--- config.mk ---
export PLATFORM = sky130hd
export DESIGN_NAME = timer_cc_dual
export DESIGN_NICKNAME = d
export VERILOG_FILES = /design/src/rtl/tcc_pkg.sv /design/src/rtl/tcc_edge_det.sv /design/src/rtl/tcc_counter.sv /design/src/rtl/tcc_chan_a.sv /design/src/rtl/tcc_chan_b.sv /design/src/rtl/timer_cc_dual.sv
export SDC_FILE = /design/constraint.sdc
export NUM_CORES = 1
export LEC_CHECK = 0
export BUFFER_PORTS_ARGS = -buffer_cell sky130_fd_sc_hd__buf_2
export CAP_MARGIN = 10
export CORE_MARGIN = 1
export CORE_UTILIZATION = 40
export CTS_CLUSTER_DIAMETER = 60
export DETAILED_ROUTE_END_ITERATION = 10
export HOLD_SLACK_MARGIN = 0.03
export PLACE_DENSITY = 0.61
export SYNTH_ARGS = -nofsm -noshare
export SYNTH_HDL_FRONTEND = slang
export SYNTH_HIERARCHICAL = 1
export SYNTH_SLANG_ARGS = --single-unit
--- constraint.sdc ---
create_clock -name clk -period 6.5 [get_ports clk]
set_clock_uncertainty 0.15 [all_clocks]
set_input_delay 0.975 -clock clk [delete_from_list [all_inputs] [get_ports clk]]
set_output_delay 0.975 -clock clk [all_outputs]
set_load 0.02 [all_outputs]
--- src/rtl/tcc_pkg.sv ---
package tcc_pkg;
  localparam int unsigned CNT_W = 16;

  typedef enum logic [1:0] {
    BM_CMP  = 2'd0,
    BM_DBUF = 2'd1,
    BM_CAP1 = 2'd2,
    BM_CAP2 = 2'd3
  } b_mode_e;

  localparam logic [1:0] ADDR_A   = 2'd0;
  localparam logic [1:0] ADDR_B   = 2'd1;
  localparam logic [1:0] ADDR_CNT = 2'd2;
endpackage

--- src/rtl/tcc_edge_det.sv ---
module tcc_edge_det #(
  parameter int unsigned STAGES = 2
) (
  input  logic clk,
  input  logic rst_n,
  input  logic pin,
  output logic rise,
  output logic fall
);
  logic [STAGES-1:0] sync_q;
  logic              prev_q;

  always_ff @(posedge clk or negedge rst_n) begin
    if (!rst_n) begin
      sync_q <= '0;
      prev_q <= 1'b0;
    end else begin
      sync_q <= {sync_q[STAGES-2:0], pin};
      prev_q <= sync_q[STAGES-1];
    end
  end

  assign rise = sync_q[STAGES-1] & ~prev_q;
  assign fall = ~sync_q[STAGES-1] & prev_q;


  rise_once_chk: assert property (@(posedge clk) disable iff (!rst_n) rise |=> !rise);

  fall_once_chk: assert property (@(posedge clk) disable iff (!rst_n) fall |=> !fall);
endmodule

--- src/rtl/tcc_counter.sv ---
module tcc_counter #(
  parameter int unsigned W = 16
) (
  input  logic         clk,
  input  logic         rst_n,
  input  logic         cnt_en,
  input  logic         clr,
  output logic [W-1:0] cnt,
  output logic         at_max
);
  localparam logic [W-1:0] MAX_VAL = '1;

  always_ff @(posedge clk or negedge rst_n) begin
    if (!rst_n)      cnt <= '0;
    else if (clr)    cnt <= '0;
    else if (cnt_en) cnt <= cnt + 1'b1;
  end

  assign at_max = (cnt == MAX_VAL);


  count_step_chk: assert property (@(posedge clk) disable iff (!rst_n)
    (cnt_en && !clr) |=> cnt == W'($past(cnt) + 1'b1));

  count_hold_chk: assert property (@(posedge clk) disable iff (!rst_n)
    (!cnt_en && !clr) |=> $stable(cnt));

  clear_zero_chk: assert property (@(posedge clk) disable iff (!rst_n)
    clr |=> cnt == '0);
endmodule

--- src/rtl/tcc_chan_a.sv ---
module tcc_chan_a #(
  parameter int unsigned W = 16
) (
  input  logic         clk,
  input  logic         rst_n,
  input  logic         cap_mode,
  input  logic         edge_rise,
  input  logic         rise,
  input  logic         fall,
  input  logic [W-1:0] cnt,
  input  logic         cnt_en,
  input  logic         wr_en,
  input  logic [W-1:0] wdata,
  output logic [W-1:0] value,
  output logic         match,
  output logic         cap_evt,
  output logic         irq
);
  assign match   = !cap_mode && cnt_en && (cnt == value);
  assign cap_evt = cap_mode && (edge_rise ? rise : fall);

  always_ff @(posedge clk or negedge rst_n) begin
    if (!rst_n) begin
      value <= '0;
      irq   <= 1'b0;
    end else begin
      irq <= match | cap_evt;
      if (cap_evt)    value <= cnt;
      else if (wr_en) value <= wdata;
    end
  end


  a_irq_chk: assert property (@(posedge clk) disable iff (!rst_n)
    (match || cap_evt) |=> irq);

  a_cap_val_chk: assert property (@(posedge clk) disable iff (!rst_n)
    cap_evt |=> value == $past(cnt));
endmodule

--- src/rtl/tcc_chan_b.sv ---
module tcc_chan_b #(
  parameter int unsigned W = 16
) (
  input  logic              clk,
  input  logic              rst_n,
  input  tcc_pkg::b_mode_e  mode,
  input  logic              edge_rise,
  input  logic              rise,
  input  logic              fall,
  input  logic [W-1:0]      cnt,
  input  logic              cnt_en,
  input  logic              wr_en,
  input  logic [W-1:0]      wdata,
  input  logic              load,
  output logic [W-1:0]      active,
  output logic              match,
  output logic              irq
);
  import tcc_pkg::*;

  logic [W-1:0] buf_q;
  logic         is_cmp;
  logic         cap_evt;

  assign is_cmp = (mode == BM_CMP) || (mode == BM_DBUF);
  assign match  = is_cmp && cnt_en && (cnt == active);

  always_comb begin
    unique case (mode)
      BM_CAP1: cap_evt = edge_rise ? rise : fall;
      BM_CAP2: cap_evt = rise | fall;
      default: cap_evt = 1'b0;
    endcase
  end

  always_ff @(posedge clk or negedge rst_n) begin
    if (!rst_n) begin
      buf_q  <= '0;
      active <= '0;
      irq    <= 1'b0;
    end else begin
      irq <= match | cap_evt;
      if (wr_en) buf_q <= wdata;
      if (cap_evt)                    active <= cnt;
      else if (mode == BM_DBUF) begin
        if (load)                     active <= buf_q;
      end else if (wr_en)             active <= wdata;
    end
  end


  dbuf_hold_chk: assert property (@(posedge clk) disable iff (!rst_n)
    (mode == BM_DBUF && !load) |=> $stable(active));

  dbuf_load_chk: assert property (@(posedge clk) disable iff (!rst_n)
    (mode == BM_DBUF && load) |=> active == $past(buf_q));

  b_cap_val_chk: assert property (@(posedge clk) disable iff (!rst_n)
    cap_evt |=> (irq && active == $past(cnt)));

  b_match_irq_chk: assert property (@(posedge clk) disable iff (!rst_n)
    match |=> irq);
endmodule

--- src/rtl/timer_cc_dual.sv ---
module timer_cc_dual #(
  parameter int unsigned W          = tcc_pkg::CNT_W,
  parameter int unsigned SYNC_STAGE = 2
) (
  input  logic         clk,
  input  logic         rst_n,
  input  logic         cnt_en,
  input  logic         tmr_init,
  input  logic         a_reload_en,
  input  logic         a_cap_mode,
  input  logic         a_edge_rise,
  input  logic [1:0]   b_mode,
  input  logic         b_edge_rise,
  input  logic         b_clr_en,
  input  logic         reg_wr,
  input  logic [1:0]   reg_addr,
  input  logic [W-1:0] reg_wdata,
  output logic [W-1:0] reg_rdata,
  input  logic         cap_a_pin,
  input  logic         cap_b_pin,
  output logic         irq_a,
  output logic         irq_b
);
  import tcc_pkg::*;

  logic [W-1:0] cnt;
  logic         at_max;
  logic         a_rise, a_fall, b_rise, b_fall;
  logic [W-1:0] a_val, b_val;
  logic         a_match, a_cap, b_match;
  logic         reload_evt, cnt_clr;
  b_mode_e      b_mode_t;

  assign b_mode_t = b_mode_e'(b_mode);

  tcc_edge_det #(.STAGES(SYNC_STAGE)) u_edge_a (
    .clk(clk), .rst_n(rst_n), .pin(cap_a_pin), .rise(a_rise), .fall(a_fall));

  tcc_edge_det #(.STAGES(SYNC_STAGE)) u_edge_b (
    .clk(clk), .rst_n(rst_n), .pin(cap_b_pin), .rise(b_rise), .fall(b_fall));

  assign reload_evt = tmr_init
                    | (!a_reload_en && cnt_en && at_max)
                    | (a_reload_en && (a_match || a_cap));
  assign cnt_clr    = reload_evt | (b_clr_en && b_match);

  tcc_counter #(.W(W)) u_cnt (
    .clk(clk), .rst_n(rst_n), .cnt_en(cnt_en), .clr(cnt_clr),
    .cnt(cnt), .at_max(at_max));

  tcc_chan_a #(.W(W)) u_chan_a (
    .clk(clk), .rst_n(rst_n), .cap_mode(a_cap_mode), .edge_rise(a_edge_rise),
    .rise(a_rise), .fall(a_fall), .cnt(cnt), .cnt_en(cnt_en),
    .wr_en(reg_wr && reg_addr == ADDR_A), .wdata(reg_wdata),
    .value(a_val), .match(a_match), .cap_evt(a_cap), .irq(irq_a));

  tcc_chan_b #(.W(W)) u_chan_b (
    .clk(clk), .rst_n(rst_n), .mode(b_mode_t), .edge_rise(b_edge_rise),
    .rise(b_rise), .fall(b_fall), .cnt(cnt), .cnt_en(cnt_en),
    .wr_en(reg_wr && reg_addr == ADDR_B), .wdata(reg_wdata),
    .load(reload_evt), .active(b_val), .match(b_match), .irq(irq_b));

  always_comb begin
    unique case (reg_addr)
      ADDR_A:   reg_rdata = a_val;
      ADDR_B:   reg_rdata = b_val;
      ADDR_CNT: reg_rdata = cnt;
      default:  reg_rdata = '0;
    endcase
  end


  reload_zero_chk: assert property (@(posedge clk) disable iff (!rst_n)
    reload_evt |=> cnt == '0);

  overflow_wrap_chk: assert property (@(posedge clk) disable iff (!rst_n)
    (cnt_en && at_max) |=> cnt == '0);

  b_clear_chk: assert property (@(posedge clk) disable iff (!rst_n)
    (b_clr_en && b_match) |=> (cnt == '0 && irq_b));
endmodule

==> impl_metrics.tcl, run 1 <==
set metrics [dict create \
    hold_class "reg -> reg" \
    rsz0062_at_grt "false" \
    drt_iter0_drc 225 \
    drc_errors 0 \
    holdPathStages 0 \
    final_common_cell "dfrtp_1" \
    wire_per_inst_um 19.0 \
    antenna_left 0 \
    worst-path-max-fanout 19 \
    num_io_pins 50 \
    synth_flop_cell "dfrtp_1" \
    ys_seq_area_frac 0.418 \
    synth_fp_nets 430 \
    hold_viol 0 \
    antenna_cells 0 \
    fillers 1030 \
    synth_edf_count 0 \
    num-nets-final 465 \
    ys_warn_count 6 \
    numCtsBuffers 9 \
    end_kind "output pin" \
    setup_viol 0 \
    grt_max_degree 73 \
    first_global_vias 3206 \
    clock-sinks 72 \
    hpwl_um 7430 \
    finalSetupTns_ps 0 \
    fin_util 0.458 \
    grt_usage 0.203 \
    cp.required_ps 5370 \
    final_cell_mix "dfrtp_1, buf_2, a21oi_1" \
    period_needed_ps 3530 \
    synth_top_cells_by_area "dfrtp_1, mux2i_1, xor2_1" \
    cts_resized 0 \
    gp_congestion 0.776 \
    antenna_found_initial 0 \
    period_share 0.543 \
    synth_async_sr_flop_share 1.00 \
    dieWidth_um 106 \
    r2r_cells 11 \
    initial_core_util 0.416 \
    via_per_inst 5.76 \
    core-area_um2 10400 \
    placement.cell_area_um2 4530 \
    netlist_instances 397 \
    clock_path_buffers 2 \
    status "finished clean" \
    cts_hold_buf 0 \
    worstSetupPathType "in -> out" \
    startpoint_type "input port" \
    final_area_um2 4740 \
    cts.clk_slew.worst_paths_ps 70 \
    irDropWorstVdd_v 0.000158 \
    grt_first_pass_wirelength_um 17200 \
    die-area_um2 11200 \
    syn-cell-area_um2 4310 \
    syn_area_per_cell_um2 10.9 \
    total_power_mw 1.20 \
    fp-row-count 37 \
    synth.top_cell.area_share 0.418 \
    yosys.area.top_type "dfrtp_1" \
    fmax_mhz 283 \
    whs_ps 198 \
    cts_tree "built" \
    ctsRootBufferMaster "clkbuf_8" \
    netlist-cell-type-count 47 \
    cap_violations 0 \
    htree_levels 3 \
    ys_ff_latch 72 \
    synthToLayoutAreaGrowth_pct 9.98 \
    drt-total-wl_um 10900 \
    slew_violations 0 \
    slew-limit-headroom 0.390 \
    dr.pass1.iters 4 \
    final_layout_size_suffix_gt1_frac 0.249 \
    p_leak_nw 2.07 \
    crit_arrival_ps 2410 \
    dieHeight_um 106 \
    post-cts-setup-buffers 0 \
    worst_slew_pin_slew_ps 915 \
    io_buffers 49 \
    vias 3299 \
    grt.overflow.total 0 \
    insertion_delay_ps 370 \
    power_density_nw_per_um2 253 \
]
per-layer routing:
metal | GRT usage | routed length, um
met1 | 0.274 | 5000
met2 | 0.323 | 5130
met3 | 0.0519 | 565
met4 | 0.0546 | 155
met5 | 0 | 0
area by class of cell:
cell class,instances,area (um^2),share of cell area
sequential,72,1800,0.380
tap,136,170,0.0359
timing repair buffer,54,285,0.0601
inverter,5,18.8,0.00396
clock inverter,6,83.8,0.0177
clock buffer,10,128,0.0269
multi-input combinational,290,2260,0.476
critical path: stages:
cell       delay [ps]
buf_2             410
nor2b_4           600
o2bb2ai_1         210
buf_2             200
state kept, by name, summed over array words and instances, names as in the netlist:
signal,flops
u_chan_b/active,16
u_edge_b/sync_q,2
u_edge_b/prev_q,1
u_edge_a/prev_q,1
u_chan_b/buf_q,16
u_cnt/cnt,16
u_edge_a/sync_q,2
u_chan_b/irq,1
u_chan_a/irq,1
u_chan_a/value,16
where the power goes:
| part | total [mW] | switching [mW] | leakage [nW] | internal [mW] |
|---|---|---|---|---|
| logic | 0.246 | 0.133 | 1.06 | 0.113 |
| registers | 0.566 | 0.0572 | 0.905 | 0.509 |
| clock network | 0.388 | 0.174 | 0.110 | 0.215 |
stage by stage:
stage	setup WS, ps	cells
6_report	2970	573
5_1_grt	2850	573
4_1_cts	2990	573
3_5_place_dp	2690	557
3_3_place_gp	2820	557
2_1_floorplan	3370	397
final timing paths:
kind | from | endpoint | slack [ps]
max | reg_addr[0] | reg_rdata[15] | 2970
min | u_edge_a/sync_q[0]$_DFF_PN0_ | u_edge_a/sync_q[1]$_DFF_PN0_ | 200
max reg2reg | u_cnt/cnt[10]$_DFFE_PN0P_ | u_cnt/cnt[15]$_DFFE_PN0P_ | 3250
min reg2reg | u_edge_a/sync_q[0]$_DFF_PN0_ | u_edge_a/sync_q[1]$_DFF_PN0_ | 200
max in group asynchronous | rst_n | u_chan_b/buf_q[0]$_DFFE_PN0P_ | 5020
min in group asynchronous | rst_n | u_cnt/cnt[3]$_DFFE_PN0P_ | 590
Yosys cell counts (2+ instances only):
library cell  number
dfrtp_1           72
a21oi_1           36
mux2i_1           33
nor2_1            30
xor2_1            26
nand3_1           22
mux2_2            19
nand4b_1          18
xnor2_1           17
a221o_1           16
o2bb2ai_2         10
clkbuf_1           9
nand2_1            8
nor4_1             8
nor3_1             7
buf_6              6
o2bb2ai_1          6
buf_4              5
inv_1              5
buf_2              4
buf_8              3
nand4_1            3
nor2b_1            3
o21ai_0            3
or3_1              3
and2b_2            2
o211ai_1           2
o31ai_1            2
logic make-up after synthesis:
logic type	count (synthesis)	share of synthesized area
buf+inv	35	0.0603
flops	72	0.418
compound gates	79	0.147
mux	53	0.129
xor+xnor	43	0.0873
simple gates	114	0.156
fa+ha+maj	1	0.00290
Power figures use the tool's default switching activity.
==> inputs of run 2 (changes only) <==
--- a/config.mk
+++ b/config.mk
@@ -5,6 +5,7 @@
 export SDC_FILE = /design/constraint.sdc
 export NUM_CORES = 1
 export LEC_CHECK = 0
+export ABC_AREA = 1
 export BUFFER_PORTS_ARGS = -buffer_cell sky130_fd_sc_hd__buf_2
 export CAP_MARGIN = 10
 export CORE_MARGIN = 1
==> constraint.sdc (replaced) <==
create_clock -name clk -period 3.6 [get_ports clk]
set_clock_uncertainty 0.15 [all_clocks]
set_input_delay 0.54 -clock clk [delete_from_list [all_inputs] [get_ports clk]]
set_output_delay 0.54 -clock clk [all_outputs]
set_load 0.02 [all_outputs]
==> impl_metrics.tcl, run 2 <==
set metrics [dict create \
    worstSetupPathType "reg -> reg" \
    final_cell_mix "nand2_1, inv_1, dfrtp_1" \
    dieWidth_um 112 \
    syn_area_per_cell_um2 6.91 \
    synth_fp_nets 728 \
    grt_usage 0.251 \
    syn-cell-area_um2 4800 \
    insertion_delay_ps 350 \
    crit_arrival_ps 2840 \
    whs_ps 140 \
    end_kind "flip-flop" \
    synth_flop_cell "dfrtp_1" \
    num_io_pins 50 \
    drt-total-wl_um 14600 \
    cap_violations 0 \
    antenna_cells 0 \
    via_per_inst 5.34 \
    clock_path_buffers 2 \
    antenna_found_initial 0 \
    worstReg2RegStart "u_cnt/cnt[4]$_DFFE_PN0P_" \
    hold_class "in -> reg" \
    initial_core_util 0.415 \
    hold_viol 0 \
    fp-row-count 39 \
    p_leak_nw 2.67 \
    worst-path-buf-inv 1 \
    worst-path-max-fanout 14 \
    grt_max_degree 73 \
    synthTopCellsByCount "nand2_1, inv_1, dfrtp_1" \
    clock-sinks 72 \
    fmax_mhz 366 \
    netlist_instances 695 \
    period_needed_ps 2730 \
    r2r_end "u_chan_b/active[8]$_DFFE_PN0P_" \
    cts_tree "built" \
    netlist-cell-type-count 34 \
    ys_ff_latch 72 \
    power_density_nw_per_um2 465 \
    total_power_mw 2.54 \
    cp_slowest_cell "dfrtp_1" \
    ys_warn_count 6 \
    irDropWorstVdd_v 0.000342 \
    vias 4736 \
    dp.cells 871 \
    final_area_um2 5460 \
    core-area_um2 11600 \
    finalSetupTns_ps 0 \
    antenna_left 0 \
    hold_end "u_edge_a/sync_q[0]$_DFF_PN0_" \
    first_global_vias 4509 \
    synth.top_cell.area_share 0.375 \
    slew-limit-headroom 0.316 \
    r2r_cells 10 \
    worst_hold_startpoint "cap_a_pin" \
    yosysMostFrequentCell "nand2_1" \
    ys_seq_area_frac 0.375 \
    cts.clk_slew.worst_paths_ps 60 \
    cts_resized 0 \
    gp_congestion 0.932 \
    final_common_cell "nand2_1" \
    grt_first_pass_wirelength_um 23600 \
    die-area_um2 12400 \
    cp.required_ps 3710 \
    slew_violations 0 \
    path_delay_family "simple AND/OR/NAND/NOR gates" \
    cts_hold_buf 0 \
    drt_iter0_drc 510 \
    synthToLayoutAreaGrowth_pct 13.7 \
    ctsRootBufferMaster "clkbuf_16" \
    violations "design-rule violations" \
    slowest_delay_ps 570 \
    startpoint_type "flip-flop" \
    grt.overflow.total 0 \
    worst_slew_pin_slew_ps 1020 \
    io_buffers 49 \
    setup_viol 0 \
    drc_errors 4 \
    final_layout_size_suffix_gt1_frac 0.165 \
    num-nets-final 772 \
    synth_edf_count 0 \
    htree_levels 3 \
    period_share 0.759 \
    numCtsBuffers 9 \
    fillers 1144 \
    hpwl_um 10800 \
    status "finished, violations left" \
    post-cts-setup-buffers 0 \
    yosys.area.top_type "dfrtp_1" \
    rsz0062_at_grt "false" \
    dr.pass1.iters 8 \
    cp_cell_sequence "nand2_1 > nor2_2 > inv_1 > nor4_1 > nand3_1 > nand3_1 > nand2_2 > o22ai_1 > nand2_1 > o211ai_2" \
    fin_cells 887 \
    synth_async_sr_flop_share 1.00 \
    r2r_slack_ps 870 \
    placement.cell_area_um2 5120 \
    holdPathStages 1 \
    dieHeight_um 112 \
    wire_per_inst_um 16.5 \
    synth_top_cells_by_area "dfrtp_1, nand2_1, inv_1" \
]
## run 2: stage by stage
step	setup WS, ps	utilization
after floorplan	1380	-
after global placement	958	0.442
after global routing	705	0.472
final	867	0.472
after CTS	918	0.472
after detailed placement	938	0.442
## run 2: logic make-up after synthesis
family	count (synthesis)	share of synthesized area
compound gates	83	0.120
xor+xnor	8	0.0146
fa+ha+maj	1	0.00261
buf+inv	129	0.119
flops	72	0.375
simple gates	402	0.369
## run 2: cell type report
class | count | area, um^2 | share of cell area
multi-input combinational | 494 | 2440 | 0.448
sequential | 72 | 1800 | 0.330
inverter | 108 | 408 | 0.0747
timing repair buffer | 54 | 285 | 0.0523
clock buffer | 12 | 267 | 0.0488
tap | 143 | 179 | 0.0328
clock inverter | 4 | 75.1 | 0.0138
## run 2: worst reg2reg max path: stages (launching register included)
cell and delay (ps):
dfrtp_1 570, nand2_1 180, nor2_2 220, inv_1 90, nor4_1 310, nand3_1 160, nand3_1 170, nand2_2 220
o22ai_1 320, nand2_1 150, o211ai_2 110
## run 2: power by group
group          leakage, nW  internal, mW  switching [mW]  total [mW]
clock network        0.161         0.663           0.363        1.03
registers            0.929         0.904          0.0802       0.984
logic                 1.58         0.192           0.333       0.525
## run 2: per-layer routing
metal | track usage | wire, um | part of all wire | vias to the layer above
li1 | - | - | - | 2296
met1 | 0.346 | 6800 | 0.46 | 2231
met2 | 0.369 | 6270 | 0.43 | 174
met3 | 0.0697 | 1070 | 0.073 | 35
met4 | 0.107 | 492 | 0.034 | 0
met5 | 0 | 0 | 0 | -
## run 2: worst max path at each step
| stage | start | endpoint | slack (ps) | depth (start not counted) |
|---|---|---|---|---|
| 2_1_floorplan | u_cnt/cnt[7]$_DFFE_PN0P_ | u_cnt/cnt[11]$_DFFE_PN0P_ | 1380 | 12 |
| 5_1_grt | u_cnt/cnt[8]$_DFFE_PN0P_ | u_cnt/cnt[13]$_DFFE_PN0P_ | 700 | 13 |
| 3_3_place_gp | u_cnt/cnt[8]$_DFFE_PN0P_ | u_cnt/cnt[14]$_DFFE_PN0P_ | 960 | 13 |
| 3_5_place_dp | u_cnt/cnt[8]$_DFFE_PN0P_ | u_chan_b/active[1]$_DFFE_PN0P_ | 940 | 11 |
| 4_1_cts | u_cnt/cnt[8]$_DFFE_PN0P_ | u_chan_b/active[2]$_DFFE_PN0P_ | 920 | 11 |
| 6_report | u_cnt/cnt[4]$_DFFE_PN0P_ | u_chan_b/active[8]$_DFFE_PN0P_ | 870 | 10 |
